File: src/rtl/rtc_pkg.sv
package rtc_pkg;
  localparam int DATA_W = 32;
  localparam int ADDR_W = 6;
  localparam int EV_N   = 5;

  // status / mask bit positions (software decodes these)
  localparam int EV_SEC_ALM0 = 0;
  localparam int EV_SEC_ALM1 = 1;
  localparam int EV_MS_ALM   = 2;
  localparam int EV_SEC_CDN  = 3;
  localparam int EV_MS_CDN   = 4;

  typedef enum logic [ADDR_W-1:0] {
    A_BUSY   = 6'h04,
    A_SEC    = 6'h08,
    A_SHADOW = 6'h0C,
    A_MSEC   = 6'h10,
    A_ALM0   = 6'h14,
    A_ALM1   = 6'h18,
    A_MSALM  = 6'h1C,
    A_MASK   = 6'h28,
    A_STAT   = 6'h2C
  } reg_addr_e;
endpackage

File: src/rtl/rtc_tick_gen.sv
module rtc_tick_gen #(
  parameter int SLOW_HZ     = 32768,
  parameter int MS_PER_SEC  = 1000,
  parameter int SYNC_STAGES = 2
) (
  input  logic clk,
  input  logic rst_n,
  input  logic slow_clk_in,
  output logic slow_tick,
  output logic ms_tick
);
  localparam int ACC_W = $clog2(SLOW_HZ + MS_PER_SEC) + 1;

  // synchronizer stages plus one edge-detect flop
  logic [SYNC_STAGES:0] sync_q;
  logic [ACC_W-1:0]     acc_q, acc_sum;

  always_ff @(posedge clk or negedge rst_n) begin
    if (!rst_n) sync_q <= '0;
    else        sync_q <= {sync_q[SYNC_STAGES-1:0], slow_clk_in};
  end

  assign slow_tick = sync_q[SYNC_STAGES-1] & ~sync_q[SYNC_STAGES];

  // fractional divider: add MS_PER_SEC per tick, step when SLOW_HZ reached
  assign acc_sum = acc_q + ACC_W'(MS_PER_SEC);
  assign ms_tick = slow_tick && (acc_sum >= ACC_W'(SLOW_HZ));

  always_ff @(posedge clk or negedge rst_n) begin
    if (!rst_n)         acc_q <= '0;
    else if (ms_tick)   acc_q <= acc_sum - ACC_W'(SLOW_HZ);
    else if (slow_tick) acc_q <= acc_sum;
  end
endmodule

File: src/rtl/rtc_time_count.sv
module rtc_time_count #(
  parameter int MS_PER_SEC = 1000,
  parameter int SEC_W      = 32,
  parameter int MS_W       = 10,
  parameter int N_SEC_ALM  = 2
) (
  input  logic                           clk,
  input  logic                           rst_n,
  input  logic                           ms_tick,
  input  logic                           load_en,
  input  logic [SEC_W-1:0]               load_val,
  input  logic [N_SEC_ALM-1:0][SEC_W-1:0] sec_alarms,
  input  logic [MS_W-1:0]                ms_alarm,
  output logic [SEC_W-1:0]               sec,
  output logic [MS_W-1:0]                msec,
  output logic [N_SEC_ALM:0]             hits
);
  logic            ms_wrap, sec_inc;
  logic [MS_W-1:0] msec_nx;
  logic [SEC_W-1:0] sec_nx;

  assign ms_wrap = ms_tick && (msec == MS_W'(MS_PER_SEC - 1));
  assign msec_nx = ms_wrap ? '0 : msec + 1'b1;
  assign sec_inc = ms_wrap && !load_en;
  assign sec_nx  = sec + 1'b1;

  always_ff @(posedge clk or negedge rst_n) begin
    if (!rst_n) begin
      sec  <= '0;
      msec <= '0;
    end else begin
      if (ms_tick) msec <= msec_nx;
      if (load_en)      sec <= load_val;
      else if (sec_inc) sec <= sec_nx;
    end
  end

  for (genvar i = 0; i < N_SEC_ALM; i++) begin : g_sec_alm
    assign hits[i] = sec_inc && (sec_alarms[i] != '0) && (sec_nx == sec_alarms[i]);
  end

  assign hits[N_SEC_ALM] = ms_tick && (ms_alarm != '0) && (msec_nx == ms_alarm);
endmodule

File: src/rtl/rtc_copy_ctrl.sv
module rtc_copy_ctrl #(
  parameter int COPY_EVERY  = 8,
  parameter int COPY_CYCLES = 4,
  parameter int SEC_W       = 32,
  parameter int MS_W        = 10
) (
  input  logic             clk,
  input  logic             rst_n,
  input  logic             slow_tick,
  input  logic [SEC_W-1:0] sec,
  input  logic [MS_W-1:0]  msec,
  input  logic             load_en,
  input  logic [SEC_W-1:0] load_val,
  output logic             busy,
  output logic [SEC_W-1:0] snap_sec,
  output logic [MS_W-1:0]  snap_ms
);
  localparam int PH_W  = (COPY_EVERY > 1) ? $clog2(COPY_EVERY) : 1;
  localparam int CNT_W = $clog2(COPY_CYCLES + 1);

  logic [PH_W-1:0]  phase_q;
  logic [CNT_W-1:0] left_q;
  logic             copy_start;

  assign copy_start = slow_tick && (phase_q == PH_W'(COPY_EVERY - 1));
  assign busy       = (left_q != '0);

  always_ff @(posedge clk or negedge rst_n) begin
    if (!rst_n) begin
      phase_q <= '0;
      left_q  <= '0;
    end else begin
      if (copy_start)     phase_q <= '0;
      else if (slow_tick) phase_q <= phase_q + 1'b1;
      if (copy_start) left_q <= CNT_W'(COPY_CYCLES);
      else if (busy)  left_q <= left_q - 1'b1;
    end
  end

  always_ff @(posedge clk or negedge rst_n) begin
    if (!rst_n) begin
      snap_sec <= '0;
      snap_ms  <= '0;
    end else if (load_en) begin
      snap_sec <= load_val;
    end else if (left_q == CNT_W'(1)) begin
      snap_sec <= sec;
      snap_ms  <= msec;
    end
  end
endmodule

File: src/rtl/rtc_regs.sv
module rtc_regs
  import rtc_pkg::*;
#(
  parameter int SLOW_HZ     = 32768,
  parameter int MS_PER_SEC  = 1000,
  parameter int COPY_EVERY  = 8,
  parameter int COPY_CYCLES = 4
) (
  input  logic              clk,
  input  logic              rst_n,
  input  logic              slow_clk_in,
  input  logic              bus_valid,
  input  logic              bus_write,
  input  logic [ADDR_W-1:0] bus_addr,
  input  logic [DATA_W-1:0] bus_wdata,
  output logic [DATA_W-1:0] bus_rdata,
  output logic              irq
);
  localparam int MS_W = (MS_PER_SEC > 1) ? $clog2(MS_PER_SEC) : 1;

  logic                   slow_tick, ms_tick, busy;
  logic [DATA_W-1:0]      sec, snap_sec, shadow_q;
  logic [MS_W-1:0]        msec, snap_ms, ms_alm_q;
  logic [1:0][DATA_W-1:0] sec_alm;
  logic [2:0]             hits;
  logic [EV_N-1:0]        mask_q, status_q, clr, events;
  logic                   wr_ok, rd_ok, sec_load;

  assign wr_ok    = bus_valid && bus_write && !busy;
  assign rd_ok    = bus_valid && !bus_write;
  assign sec_load = wr_ok && (bus_addr == A_SEC);

  rtc_tick_gen #(.SLOW_HZ(SLOW_HZ), .MS_PER_SEC(MS_PER_SEC), .SYNC_STAGES(2)) u_tick (
    .clk(clk), .rst_n(rst_n), .slow_clk_in(slow_clk_in),
    .slow_tick(slow_tick), .ms_tick(ms_tick)
  );

  rtc_time_count #(.MS_PER_SEC(MS_PER_SEC), .SEC_W(DATA_W), .MS_W(MS_W), .N_SEC_ALM(2)) u_count (
    .clk(clk), .rst_n(rst_n), .ms_tick(ms_tick),
    .load_en(sec_load), .load_val(bus_wdata),
    .sec_alarms(sec_alm), .ms_alarm(ms_alm_q),
    .sec(sec), .msec(msec), .hits(hits)
  );

  rtc_copy_ctrl #(.COPY_EVERY(COPY_EVERY), .COPY_CYCLES(COPY_CYCLES), .SEC_W(DATA_W), .MS_W(MS_W)) u_copy (
    .clk(clk), .rst_n(rst_n), .slow_tick(slow_tick),
    .sec(sec), .msec(msec), .load_en(sec_load), .load_val(bus_wdata),
    .busy(busy), .snap_sec(snap_sec), .snap_ms(snap_ms)
  );

  assign events = {2'b00, hits};
  assign clr    = (wr_ok && bus_addr == A_STAT) ? bus_wdata[EV_N-1:0] : '0;

  always_ff @(posedge clk or negedge rst_n) begin
    if (!rst_n) begin
      sec_alm  <= '0;
      ms_alm_q <= '0;
      mask_q   <= '0;
      status_q <= '0;
      shadow_q <= '0;
    end else begin
      status_q <= (status_q & ~clr) | events;
      if (rd_ok && bus_addr == A_MSEC) shadow_q <= snap_sec;
      if (wr_ok) begin
        case (bus_addr)
          A_ALM0:  sec_alm[0] <= bus_wdata;
          A_ALM1:  sec_alm[1] <= bus_wdata;
          A_MSALM: ms_alm_q   <= bus_wdata[MS_W-1:0];
          A_MASK:  mask_q     <= bus_wdata[EV_N-1:0];
          default: ;
        endcase
      end
    end
  end

  always_comb begin
    bus_rdata = '0;
    case (bus_addr)
      A_BUSY:   bus_rdata = {{(DATA_W-1){1'b0}}, busy};
      A_SEC:    bus_rdata = snap_sec;
      A_SHADOW: bus_rdata = shadow_q;
      A_MSEC:   bus_rdata = {{(DATA_W-MS_W){1'b0}}, snap_ms};
      A_ALM0:   bus_rdata = sec_alm[0];
      A_ALM1:   bus_rdata = sec_alm[1];
      A_MSALM:  bus_rdata = {{(DATA_W-MS_W){1'b0}}, ms_alm_q};
      A_MASK:   bus_rdata = {{(DATA_W-EV_N){1'b0}}, mask_q};
      A_STAT:   bus_rdata = {{(DATA_W-EV_N){1'b0}}, status_q};
      default:  bus_rdata = '0;
    endcase
  end

  assign irq = |(status_q & mask_q);
endmodule

File: config.mk
export PLATFORM = sky130hd
export DESIGN_NAME = rtc_regs
export DESIGN_NICKNAME = d
export VERILOG_FILES = /design/src/rtl/rtc_pkg.sv /design/src/rtl/rtc_tick_gen.sv /design/src/rtl/rtc_time_count.sv /design/src/rtl/rtc_copy_ctrl.sv /design/src/rtl/rtc_regs.sv
export SDC_FILE = /design/constraint.sdc
export NUM_CORES = 1
export LEC_CHECK = 0
export BUFFER_PORTS_ARGS = -buffer_cell sky130_fd_sc_hd__buf_2
export CORE_ASPECT_RATIO = 0.7
export CORE_UTILIZATION = 30
export DETAILED_ROUTE_END_ITERATION = 10
export HOLD_SLACK_MARGIN = 0.02
export SLEW_MARGIN = 25
export SYNTH_ARGS = -nofsm -noshare
export SYNTH_HDL_FRONTEND = slang
export SYNTH_SLANG_ARGS = --single-unit
File: constraint.sdc
create_clock -name clk -period 4.6 [get_ports clk]
set_clock_uncertainty 0.05 [all_clocks]
set_input_delay 0.23 -clock clk [delete_from_list [all_inputs] [get_ports clk]]
set_output_delay 0.23 -clock clk [all_outputs]
set_load 0.1 [all_outputs]
# Word level (Yosys, flattened, before mapping)
# Index checks and enable logic that the tools add are counted.
# op_classes
n_addsub	6
magnitude_cmp	1
eq_ne	15
muxes	13
bitwise	7
reduce_logical	34
# ops
op	n
$pmux 32 s9	1
$mux 32	4
$eq 32x32->1	2
$reduce_bool 32->1	2
$mux 17	2
$add 32x1->32 const B	1
$eq 6x5->1 const B	4
$add 17x10->17 const B	1
$ge 17x16->1 const B	1
$sub 17x16->17 const B	1
$logic_and 1x1->1	16
$eq 6x4->1 const B	2
$eq 6x6->1 const B	2
$mux 3	4
$add 10x1->10 const B	1
$and 5x5->5	2
$eq 10x10->1	1
$eq 10x10->1 const B	1
$mux 10	1
$reduce_and 2->1	5
$reduce_bool 10->1	1
$reduce_bool 2->1	5
$eq 6x3->1 const B	1
$mux 5	1
11 further kinds	14
# totals
ff_bits	226
inputBits	43
out_inout_bits	33
word_cells	90

# Depth between registers and ports, before layout
# Gate-level depths: netlist of the first run.
# logic_depth
ltp_word	9
mapped_depth	15
mapped_depth_nobuf	14

# By module
# Synthesis of the first run repeated with hierarchy kept, for this count alone.
# hier_totals
cells_unflattened	1269
area_unflattened_um2	13208.9
# modules_own_cells
module	n_inst	cells_per_inst	area_per_inst_um2	seq_area_each_um2
rtc_regs	1	401	5471.5	2902.8
rtc_time_count	1	574	4509.3	1051.0
rtc_copy_ctrl	1	190	2225.9	1201.2
rtc_tick_gen	1	104	1002.2	425.4

# Worst setup path after synthesis of the first run
# No wires, ideal clock.
# synth_path
kind	register to register
startpoint	register u_tick.acc_q[3]
endpoint	register status_q[0]
setup_ns	0.095
arrival_ns	3.577
required_ns	4.455
setup_slack_ns	0.878
stages_incl_launch_ff	15
n_path_buf	1
period_less_slack_ns	3.722
path_cell_list	dfrtp_1 ha_1 nor4_1 nand2_1 nand3_1 xnor2_1 ha_1 nand3_1 or4_1 o31ai_2 nand3_1 clkbuf_1 a2111oi_0 nand4_1 o31ai_1
# synth_via
elab_chain_cells	8
# synth_rtl
item	line_no	rtl
start, declared	rtc_tick_gen.sv:16	logic [ACC_W-1:0] acc_q, acc_sum;
start signal, assigned	rtc_tick_gen.sv:31	else if (ms_tick) acc_q <= acc_sum - ACC_W'(SLOW_HZ);
start signal, assigned	rtc_tick_gen.sv:32	else if (slow_tick) acc_q <= acc_sum;
$add 17x10->17	rtc_tick_gen.sv:26	assign acc_sum = acc_q + ACC_W'(MS_PER_SEC);
$ge 17x16->1	rtc_tick_gen.sv:27	assign ms_tick = slow_tick && (acc_sum >= ACC_W'(SLOW_HZ));
$logic_and 1x1->1	rtc_tick_gen.sv:27	
$logic_and 1x1->1	rtc_time_count.sv:22	assign ms_wrap = ms_tick && (msec == MS_W'(MS_PER_SEC - 1));
$logic_and 1x1->1	rtc_time_count.sv:24	assign sec_inc = ms_wrap && !load_en;
$logic_and 1x1->1 (2 in series)	rtc_time_count.sv:39	assign hits[i] = sec_inc && (sec_alarms[i] != '0) && (sec_nx == sec_alarms[i]);
$or 5x3->5	rtc_regs.sv:62	status_q <= (status_q & ~clr) | events;
end signal, assigned	rtc_regs.sv:62	
end, declared	rtc_regs.sv:26	logic [EV_N-1:0] mask_q, status_q, clr, events;
# No other way between the ends.
# A chain may end at the register's enable or synchronous reset.

# Final worst setup path of the first run
# layout_path
startpoint	register u_tick.acc_q[3]
endpoint	register status_q[2]
# layout_via
elab_chain_cells	8
elab_cells_between_ends	9
cone_classes	add/sub: 1; order compare: 1; eq/ne: 1; mux: 1; bitwise: 1; reduce/logical: 4
# layout_rtl
item	line_no	rtl
$add 17x10->17 (*)	rtc_tick_gen.sv:26	
$ge 17x16->1 (*)	rtc_tick_gen.sv:27	
$logic_and 1x1->1 (*)	rtc_tick_gen.sv:27	
$logic_and 1x1->1	rtc_time_count.sv:22	
$mux 10	rtc_time_count.sv:23	assign msec_nx = ms_wrap ? '0 : msec + 1'b1;
$eq 10x10->1	rtc_time_count.sv:42	assign hits[N_SEC_ALM] = ms_tick && (ms_alarm != '0) && (msec_nx == ms_alarm);
$logic_and 1x1->1 (*)	rtc_time_count.sv:42	
$or 5x3->5 (*)	rtc_regs.sv:62	
# Mark *: on every way between the ends. The rest lies on a longest branch, timed or not.

==> results of run 1 <==
## flip-flops by register name (all words and copies together) (netlist names)
| name | flops |
|---|---|
| u_copy.snap_ms | 10 |
| shadow_q | 32 |
| u_tick.acc_q | 14 |
| sec_alm | 64 |
| u_tick.sync_q | 3 |
| u_copy.snap_sec | 32 |
| ms_alm_q | 10 |
| u_count.sec | 32 |
| u_copy.left_q | 3 |
| status_q | 5 |
| mask_q | 5 |
| u_copy.phase_q | 3 |
| u_count.msec | 10 |
## worst max-delay path by stage
stage                                      from                           to  slack (ns)  cells after the start
global route        u_tick.acc_q[3]$_DFFE_PN0P_        status_q[2]$_DFF_PN0_        0.07                     13
CTS                 u_tick.acc_q[3]$_DFFE_PN0P_  u_count.sec[13]$_DFFE_PN0P_        0.26                     14
detailed placement  u_tick.acc_q[3]$_DFFE_PN0P_  u_count.sec[21]$_DFFE_PN0P_        0.29                     14
floorplan           u_tick.acc_q[3]$_DFFE_PN0P_        status_q[0]$_DFF_PN0_        0.88                     14
finish              u_tick.acc_q[3]$_DFFE_PN0P_        status_q[2]$_DFF_PN0_        0.45                     13
global placement    u_tick.acc_q[3]$_DFFE_PN0P_  u_count.sec[23]$_DFFE_PN0P_        0.41                     14
## layout make-up
| class | count | area [um2] |
|---|---|---|
| Fill cell | 4121 | 26400 |
| Timing Repair Buffer | 130 | 916 |
| Tap cell | 544 | 681 |
| Sequential cell | 223 | 5580 |
| Inverter | 13 | 48.8 |
| Clock inverter | 10 | 133 |
| Antenna cell | 1 | 2.50 |
| Multi-Input combinational cell | 951 | 6630 |
| Clock buffer | 33 | 666 |
## cell families (layout without fill, tap and decap cells)
group                      count (synthesis)  count (layout)
adders and majority gates                 10              10
DFF                                      223             223
muxes                                    124             124
xor gates and xnor gates                 150             150
and+or+nand+nor                          435             435
AOI/OAI and AO/OA                        232             232
other                                      0               1
buffers and inverters                     93             186
## layer usage
layer  track usage  vias to the layer above
li1              -                     4748
met1         0.305                     5229
met2         0.246                      395
met3        0.0540                       40
met4        0.0295                        0
met5             0                        -
## where the power goes
part           leakage, nW  switching [mW]  total, mW  internal [mW]
logic                 3.26           0.988       1.72          0.731
clock network        0.394           0.837       2.02           1.18
registers             2.81           0.411       2.73           2.31
total                 6.46            2.24       6.47           4.23
## critical path, cell delays in order (launching register included)
cell and delay [ns]:
dfrtp_1 0.41, ha_1 0.30, nor4_1 0.54, nand2_1 0.18
nand3_1 0.17, xnor2_1 0.16, ha_1 0.19, nand3_1 0.07
or4_1 0.49, o31ai_4 0.38, and3_1 0.45, buf_4 0.25
a21oi_1 0.08, o41ai_1 0.31
## layout by cell type (no fill, tap or decap), types with 28 or more instances in the layout
cell | synthesis | routed
a31oi_1 | 37 | 37
dfrtp_1 | 223 | 223
dlygate4sd3_1 | 0 | 34
xnor2_1 | 107 | 107
a22oi_1 | 53 | 53
nand2_1 | 161 | 160
nor4_1 | 29 | 28
nor2_1 | 93 | 91
a21oi_1 | 49 | 49
nand3_1 | 37 | 36
xor2_1 | 43 | 43
mux2_2 | 122 | 122
buf_2 | 9 | 74
## repair_timing
item                       in CTS  in global routing
hold endpoints to repair      269                  0
resized for setup               0                  2
hold buffers                   34                  0
setup endpoints to repair       0                 27
setup buffers                   0                  0
==> flow_summary.ini, run 1 <==
[placed_design]
port_buffers = 75
place.gp.congestion = 0.958
post_dp_cell_area_mm2 = 0.0135
dp.cells = 1826
hpwl_um = 29400
pre_cts_ws_ns = 0.291

[setup_path]
path_class = register to register
cp.arrival_ns = 4.51
endpoint_kind = register
worst_setup_path_start_kind = register
r2r-end = status_q[2]$_DFF_PN0_
crit_required_ns = 4.97
r2r_slack_ns = 0.45
crit_fanout = 7
r2r-start = u_tick.acc_q[3]$_DFFE_PN0P_
r2r_cells = 13

[floorplan]
start_util = 0.305
rows = 62
core-area_mm2 = 0.0410
die_x_um = 246
fp.dieH_um = 173
boundaryPins = 76
dieArea_mm2 = 0.0426

[clock_network]
cts.sinks = 223
clock_path_buffers = 3
clk_latency_ns = 0.54
h-tree-depth = 1
root_buffer = clkbuf_16
cts_tree = built
cts-buffers-inserted = 24
cts.clk_slew.worst_paths_ns = 0.06

[detailed_routing]
dr_total_vias = 10412
drc = 0
wl_um = 40500
wl_per_cell_um = 21.2
wl_met1_um = 20400
dr.max_layer_used = met4
wl_met3_um = 3840
met2_length_um = 15700
firstDrtPassIters = 5
drtIter0Drc = 1231
antenna_left = 0
via_per_inst = 5.47

[sta]
period_share = 0.902
worst_pin_slew_ns = 1.13
finalHoldViolCount = 0
holdWs_ns = 0.121
drv_slew = 0
setup_viol = 0
grt_setup_unrepaired = false
max-slew-margin-rel = 0.244
setup_ws_ns = 0.452
fmax_ghz = 0.241
fin_crit_ns = 4.15
setup-tns-final_ns = 0

[yosys]
synth-seq-area-share = 0.446
syn_nets = 1320
synthXorXnorAreaFrac = 0.105
synth_top_area_frac = 0.446
synth_area_leaders = dfrtp_1 (45%), mux2_2 (11%), xnor2_1 (7.5%)
synth_top_family_by_area = simple AND/OR/NAND/NOR gates
synth_adder_area_share = 0.00999
yosys.area.top_type = dfrtp_1
synthArstFlopShare = 1.00
synth_ff_type = dfrtp_1
yosysMostFrequentCell = dfrtp_1
yosys.cell_types.count = 71
synth_edf_count = 0
syn_area_mm2 = 0.0125
synth_common_cells = dfrtp_1 (223), nand2_1 (161), mux2_2 (122), xnor2_1 (107), nor2_1 (93)
synth-compound-area-share = 0.130
synth_mux_area_frac = 0.111
yosys_warnings = 0
avgSynthCellArea_um2 = 9.88
yosys.area_share.simple = 0.169
synthCells = 1267
ys_ff_latch = 223

[layout]
drive_gt1_frac = 0.211
final_core_util = 0.357
area_delta_synth_final_pct = 17.1
finalNonFillerCells = 1905
fin_nets = 1396
fin_area_mm2 = 0.0147

[global_route]
gr-total-overflow = 0
grt.total_usage = 0.189
grt_pass1_vias = 10101
grt_pass1_wl_um = 62300
grt_start_max_net_pins = 134
antenna_found_initial = 1

[power_and_ir_drop]
p_per_area_mw_per_mm2 = 441
worst_ir_drop_vdd_mv = 0.297
leakagePower_nw = 6.46
power_mw = 6.47

[job]
maxCapViolations = 0

[worst_hold_path]
hold_class = primary input to async pin

[outcome]
run_status = complete, no violations
Note: power is estimated with default switching activity, not from simulation.
==> run 2, diff against run 1 <==
clock period = 3.48 ns   (was 4.6 ns; I/O delays follow)
==> run 2 against run 1 <==
Compared with the run above: global-route usage rose by 0.32 points; fmax rose by 24%; non-clock buffer count rose by 49; critical path type unchanged; wire length rose by 0.85%; total power rose by 34%; worst setup slack got worse by 0.32 ns; design area rose by 3.0%; clock power rose by 28%; first-iteration DRC count fell by 8.0%; largest power group unchanged; clock-buffer cell count did not move; die area did not move; largest cell class unchanged.
==> flow_summary.ini, run 2 (same netlist as run 1, synthesis figures left out) <==
[detailed_routing]
drc = 0
dr_total_vias = 10587
via_per_inst = 5.43
drtIter0Drc = 1133
wl_um = 40800
antenna_left = 0
wl_per_cell_um = 20.9
firstDrtPassIters = 5

[layout]
drive_gt1_frac = 0.249
seqCellArea_mm2 = 0.00558
multi_input_area_mm2 = 0.00672
nFillCells = 4149
layout_common_cells = dfrtp_1 (222), nand2_1 (160), mux2_2 (122)
largest_reg_flops = 64
mostFrequentLayoutCell = dfrtp_1
regMostFlops = sec_alm
fin_nets = 1445
area_delta_synth_final_pct = 20.6
antenna_cells = 0

[sta]
period_share = 0.963
fmax_ghz = 0.298
worst_pin_slew_ns = 0.961
max-slew-margin-rel = 0.360
setup_ws_ns = 0.129
drv_slew = 0
setup_viol = 0
finalHoldViolCount = 0
fin_crit_ns = 3.35

[setup_path]
crit_path_start = u_tick.acc_q[4]$_DFFE_PN0P_
worst_setup_path_start_kind = register
r2r-end = u_count.sec[11]$_DFFE_PN0P_
r2r_cells = 15
crit_path_top_delay_cell = or4_4
r2r_slack_ns = 0.13
crit_fanout = 11
crit_end = u_count.sec[11]$_DFFE_PN0P_
cp.arrival_ns = 3.67
crit_required_ns = 3.80
path_class = register to register
cpPeakStageDelay_ns = 0.45
endpoint_kind = register
r2r-start = u_tick.acc_q[4]$_DFFE_PN0P_
path_cells = ha_2 > nor4_4 > nand2_1 > nand3_2 > xnor2_2 > ha_2 > nand3_1 > or4_4 > o31ai_4 > buf_6 > and3_1 > buf_12 > and3_1 > xnor2_1 > a21oi_1

[clock_network]
cts.clk_slew.worst_paths_ns = 0.06
clock_path_buffers = 3
cts-buffers-inserted = 24
cts_tree = built
clk_latency_ns = 0.53
root_buffer = clkbuf_16
h-tree-depth = 1
cts.sinks = 223

[placed_design]
pre_cts_ws_ns = -0.0567
hpwl_um = 30000
port_buffers = 75
place.gp.congestion = 0.974

[floorplan]
fp.dieH_um = 173
boundaryPins = 76
dieArea_mm2 = 0.0426
start_util = 0.305
core-area_mm2 = 0.0410
die_x_um = 246
rows = 62

[global_route]
grt_pass1_vias = 10302
met2_usage = 0.253
grt_pass1_wl_um = 63800
use_met3 = 0.0424
gr-total-overflow = 0
top_usage_layer = met1
antenna_found_initial = 0
grt_start_max_net_pins = 134
met1_usage = 0.318
grt.total_usage = 0.193

[power_and_ir_drop]
switchingPower_mw = 2.99
power_mw = 8.68
worst_ir_drop_vdd_mv = 0.348
p_per_area_mw_per_mm2 = 575
switching_share = 0.344
p_clk_frac = 0.299
seqPwrFrac = 0.412
leakagePower_nw = 6.70
combPwrFrac = 0.289
intPower_mw = 5.69

[job]
maxCapViolations = 0

[worst_hold_path]
hold_class = primary input to async pin

[outcome]
run_status = complete, no violations
[run 2: critical path, delay by kind of cell (launching register included)]
kind | cells | cell delay (ns)
AND/OR/NAND/NOR | 7 | 1.32
flip-flops | 1 | 0.41
XOR/XNOR | 2 | 0.24
buffers and inverters | 2 | 0.32
AO/OA/AOI/OAI | 2 | 0.44
adder cells (fa/ha/maj) | 2 | 0.40
[run 2: layer usage]
layer  routed length [um]  up-vias  part of all wire
met5                    0        -                 0
met4                  443        0             0.011
met3                 3550       43             0.087
met2                16200      395              0.40
met1                20600     5308              0.51
li1                     -     4841                 -
[run 2: worst min-delay path by stage]
stage | start | end | slack [ns] | cells past startpoint
2_1_floorplan | rst_n | mask_q[0]$_DFFE_PN0P_ | -0.17 | 0
3_3_place_gp | rst_n | u_copy.phase_q[2]$_DFFE_PN0P_ | -0.002 | 1
3_5_place_dp | rst_n | u_copy.phase_q[2]$_DFFE_PN0P_ | -0.002 | 1
4_1_cts | rst_n | u_copy.left_q[1]$_DFFE_PN0P_ | 0.03 | 2
5_1_grt | rst_n | ms_alm_q[3]$_DFFE_PN0P_ | 0.06 | 2
6_report | rst_n | u_copy.left_q[1]$_DFFE_PN0P_ | 0.04 | 2
[run 2: timing repair]
| item | 4_1_cts | 5_1_grt |
|---|---|---|
| gates resized for setup | 2 | 17 |
| hold buffers | 34 | 0 |
| setup buffers | 0 | 5 |
| cloned | 0 | 0 |
| hold endpoints to repair | 371 | 0 |
| endpoints found under the setup margin | 16 | 46 |
| pin swaps | 1 | 6 |
[run 2: final cells by class]
cell class                 instances  area share
sequential                       223       0.370
clock buffer                      33      0.0454
tap                              544      0.0451
inverter                          13     0.00323
clock inverter                     8     0.00622
timing repair buffer             179      0.0850
multi-input combinational        951       0.445
[run 2: through the flow]
step	utilization	instances	instance area, um2	hold slack, ns	TNS, ns
global route	0.368	1951	15100	0.0598	-0.0607
floorplan	-	1267	12600	-0.172	0
detailed placement	0.337	1871	13800	-0.00162	-0.276
CTS	0.365	1946	15000	0.0338	0
finish	0.368	1951	15100	0.0379	0
global placement	0.337	1871	13800	-0.00214	0
[run 2: power by group through the flow]
stage | Clock [mW] | Sequential [mW] | Combinational, mW
finish | 2.59 | 3.58 | 2.51
global route | 2.76 | 3.64 | 2.77
CTS | 2.64 | 3.55 | 2.45
detailed placement | 0 | 3.60 | 2.39
global placement | 0 | 3.58 | 2.35
floorplan | 0 | 3.40 | 1.75
==> run 3, diff against run 2 <==
CORE_UTILIZATION = 56   (was 30)
PLACE_DENSITY = 0.77   (was unset)
==> run 3 against run 2 <==
Compared with the run above: combinational power about the same; clock-buffer cell count rose by 1; non-clock buffer count grew 1; clock power decreased by 6%; wire length fell by 8.2%; critical path type unchanged.
==> flow_summary.ini, run 3 (same netlist as run 1, synthesis figures left out) <==
[outcome]
run_status = complete, no violations

[global_route]
grt_pass1_vias = 10141
gr-total-overflow = 0
grt.total_usage = 0.326
antenna_found_initial = 0
grt_pass1_wl_um = 58400
grt_start_max_net_pins = 86

[clock_network]
clock_path_buffers = 3
root_buffer = clkbuf_16
cts.sinks = 223
cts-buffers-inserted = 22
clk_latency_ns = 0.51
h-tree-depth = 1
cts.clk_slew.worst_paths_ns = 0.06
cts_tree = built

[power_and_ir_drop]
worst_ir_drop_vdd_mv = 0.324
p_per_area_mw_per_mm2 = 580
power_mw = 8.55
leakagePower_nw = 6.67

[sta]
setup-tns-final_ns = 0
period_share = 0.950
grt_setup_unrepaired = true
setup_ws_ns = 0.173
holdWs_ns = 0.162
worst_pin_slew_ns = 1.05
finalHoldViolCount = 0
max-slew-margin-rel = 0.294
fin_crit_ns = 3.31
drv_slew = 0
setup_viol = 0
fmax_ghz = 0.302

[layout]
area_delta_synth_final_pct = 17.8
multi_input_area_mm2 = 0.00673
fin_area_mm2 = 0.0147
antenna_cells = 0
layout_common_cells = dfrtp_1 (219), nand2_1 (160), mux2_2 (122)
nFillCells = 1658
mostFrequentLayoutCell = dfrtp_1
regMostFlops = sec_alm
drive_gt1_frac = 0.251
final_core_util = 0.677
finalNonFillerCells = 1687
fin_nets = 1444
seqCellArea_mm2 = 0.00559
largest_reg_flops = 64

[floorplan]
rows = 45
dieArea_mm2 = 0.0230
die_x_um = 181
start_util = 0.575
boundaryPins = 76
core-area_mm2 = 0.0218
fp.dieH_um = 127

[setup_path]
cpPeakStageDelay_ns = 0.65
worst_setup_path_start_kind = register
path_class = register to register
crit_required_ns = 3.85
crit_fanout = 4
r2r-end = status_q[1]$_DFF_PN0_
crit_path_start = u_count.sec[1]$_DFFE_PN0P_
crit_path_top_delay_cell = or4_2
cp_common_cell = nand4_1
r2r_slack_ns = 0.17
r2r-start = u_count.sec[1]$_DFFE_PN0P_
crit_end = status_q[1]$_DFF_PN0_
path_cells = ha_1 > nand4_1 > or4_2 > xor2_1 > xnor2_1 > a2111o_1 > nor4_1 > buf_4 > nand4_1 > o31ai_1
cp.arrival_ns = 3.68
r2r_cells = 10
endpoint_kind = register

[detailed_routing]
drc = 0
wl_per_cell_um = 22.2
via_per_inst = 6.46
firstDrtPassIters = 6
wl_um = 37500
dr_total_vias = 10897
antenna_left = 0
drtIter0Drc = 1344

[placed_design]
post_dp_cell_area_mm2 = 0.0136
pre_cts_ws_ns = -0.0569
place.gp.congestion = 0.991
port_buffers = 75
hpwl_um = 27100
dp.cells = 1614

[job]
maxCapViolations = 0

[worst_hold_path]
hold_class = primary input to async pin
run 3: changes by cell type in the layout (fill, tap and decap cells not counted), moves of 2 or more:
cell | before | now
clkbuf_16 | 25 | 23
clkbuf_8 | 3 | 7
clkinv_2 | 5 | 2
dfrtp_1 | 222 | 219
dfrtp_2 | 1 | 4
run 3: power breakdown:
group	internal [mW]	switching, mW
Combinational	1.09	1.43
Clock	1.43	1.01
Sequential	3.06	0.525
Total	5.59	2.96
run 3: layout make-up:
class,count,area share
multi-input cells,951,0.456
flip-flops and latches,223,0.379
inverters,13,0.00331
clock buffers,34,0.0466
clock inverters,4,0.00322
well taps,282,0.0239
repair buffers,180,0.0878
run 3: per-layer routing:
metal	global-route usage	share of wire	vias up
li1	-	-	4833
met1	0.515	0.47	5405
met2	0.464	0.41	599
met3	0.0676	0.11	60
met4	0.0538	0.015	0
met5	0	0	-
run 3: what timing repair did:
item                                   4_1_cts  5_1_grt
setup endpoints to repair                   11       40
endpoints found under the hold margin      223        0
setup buffers                                0        1
hold buffers                                34        0
pin swaps                                    1        7
gates resized for setup                      5       20
run 3: how the worst min path moves through the flow:
stage / endpoint / depth (start not counted) / slack [ns]
2_1_floorplan: mask_q[0]$_DFFE_PN0P_ / 0 / -0.17
3_3_place_gp: u_copy.left_q[2]$_DFFE_PN0P_ / 1 / 0.15
3_5_place_dp: u_copy.left_q[0]$_DFFE_PN0P_ / 1 / 0.15
4_1_cts: mask_q[4]$_DFFE_PN0P_ / 2 / 0.21
5_1_grt: u_copy.left_q[2]$_DFFE_PN0P_ / 2 / 0.23
6_report: mask_q[4]$_DFFE_PN0P_ / 2 / 0.16
run 3: critical path, delay by kind of cell (launching register included):
kind	cells	cell delay [ns]
compound gates	2	0.49
xor+xnor	2	0.40
fa+ha+maj	1	0.20
buf+inv	1	0.20
flops	1	0.40
simple gates	4	1.46
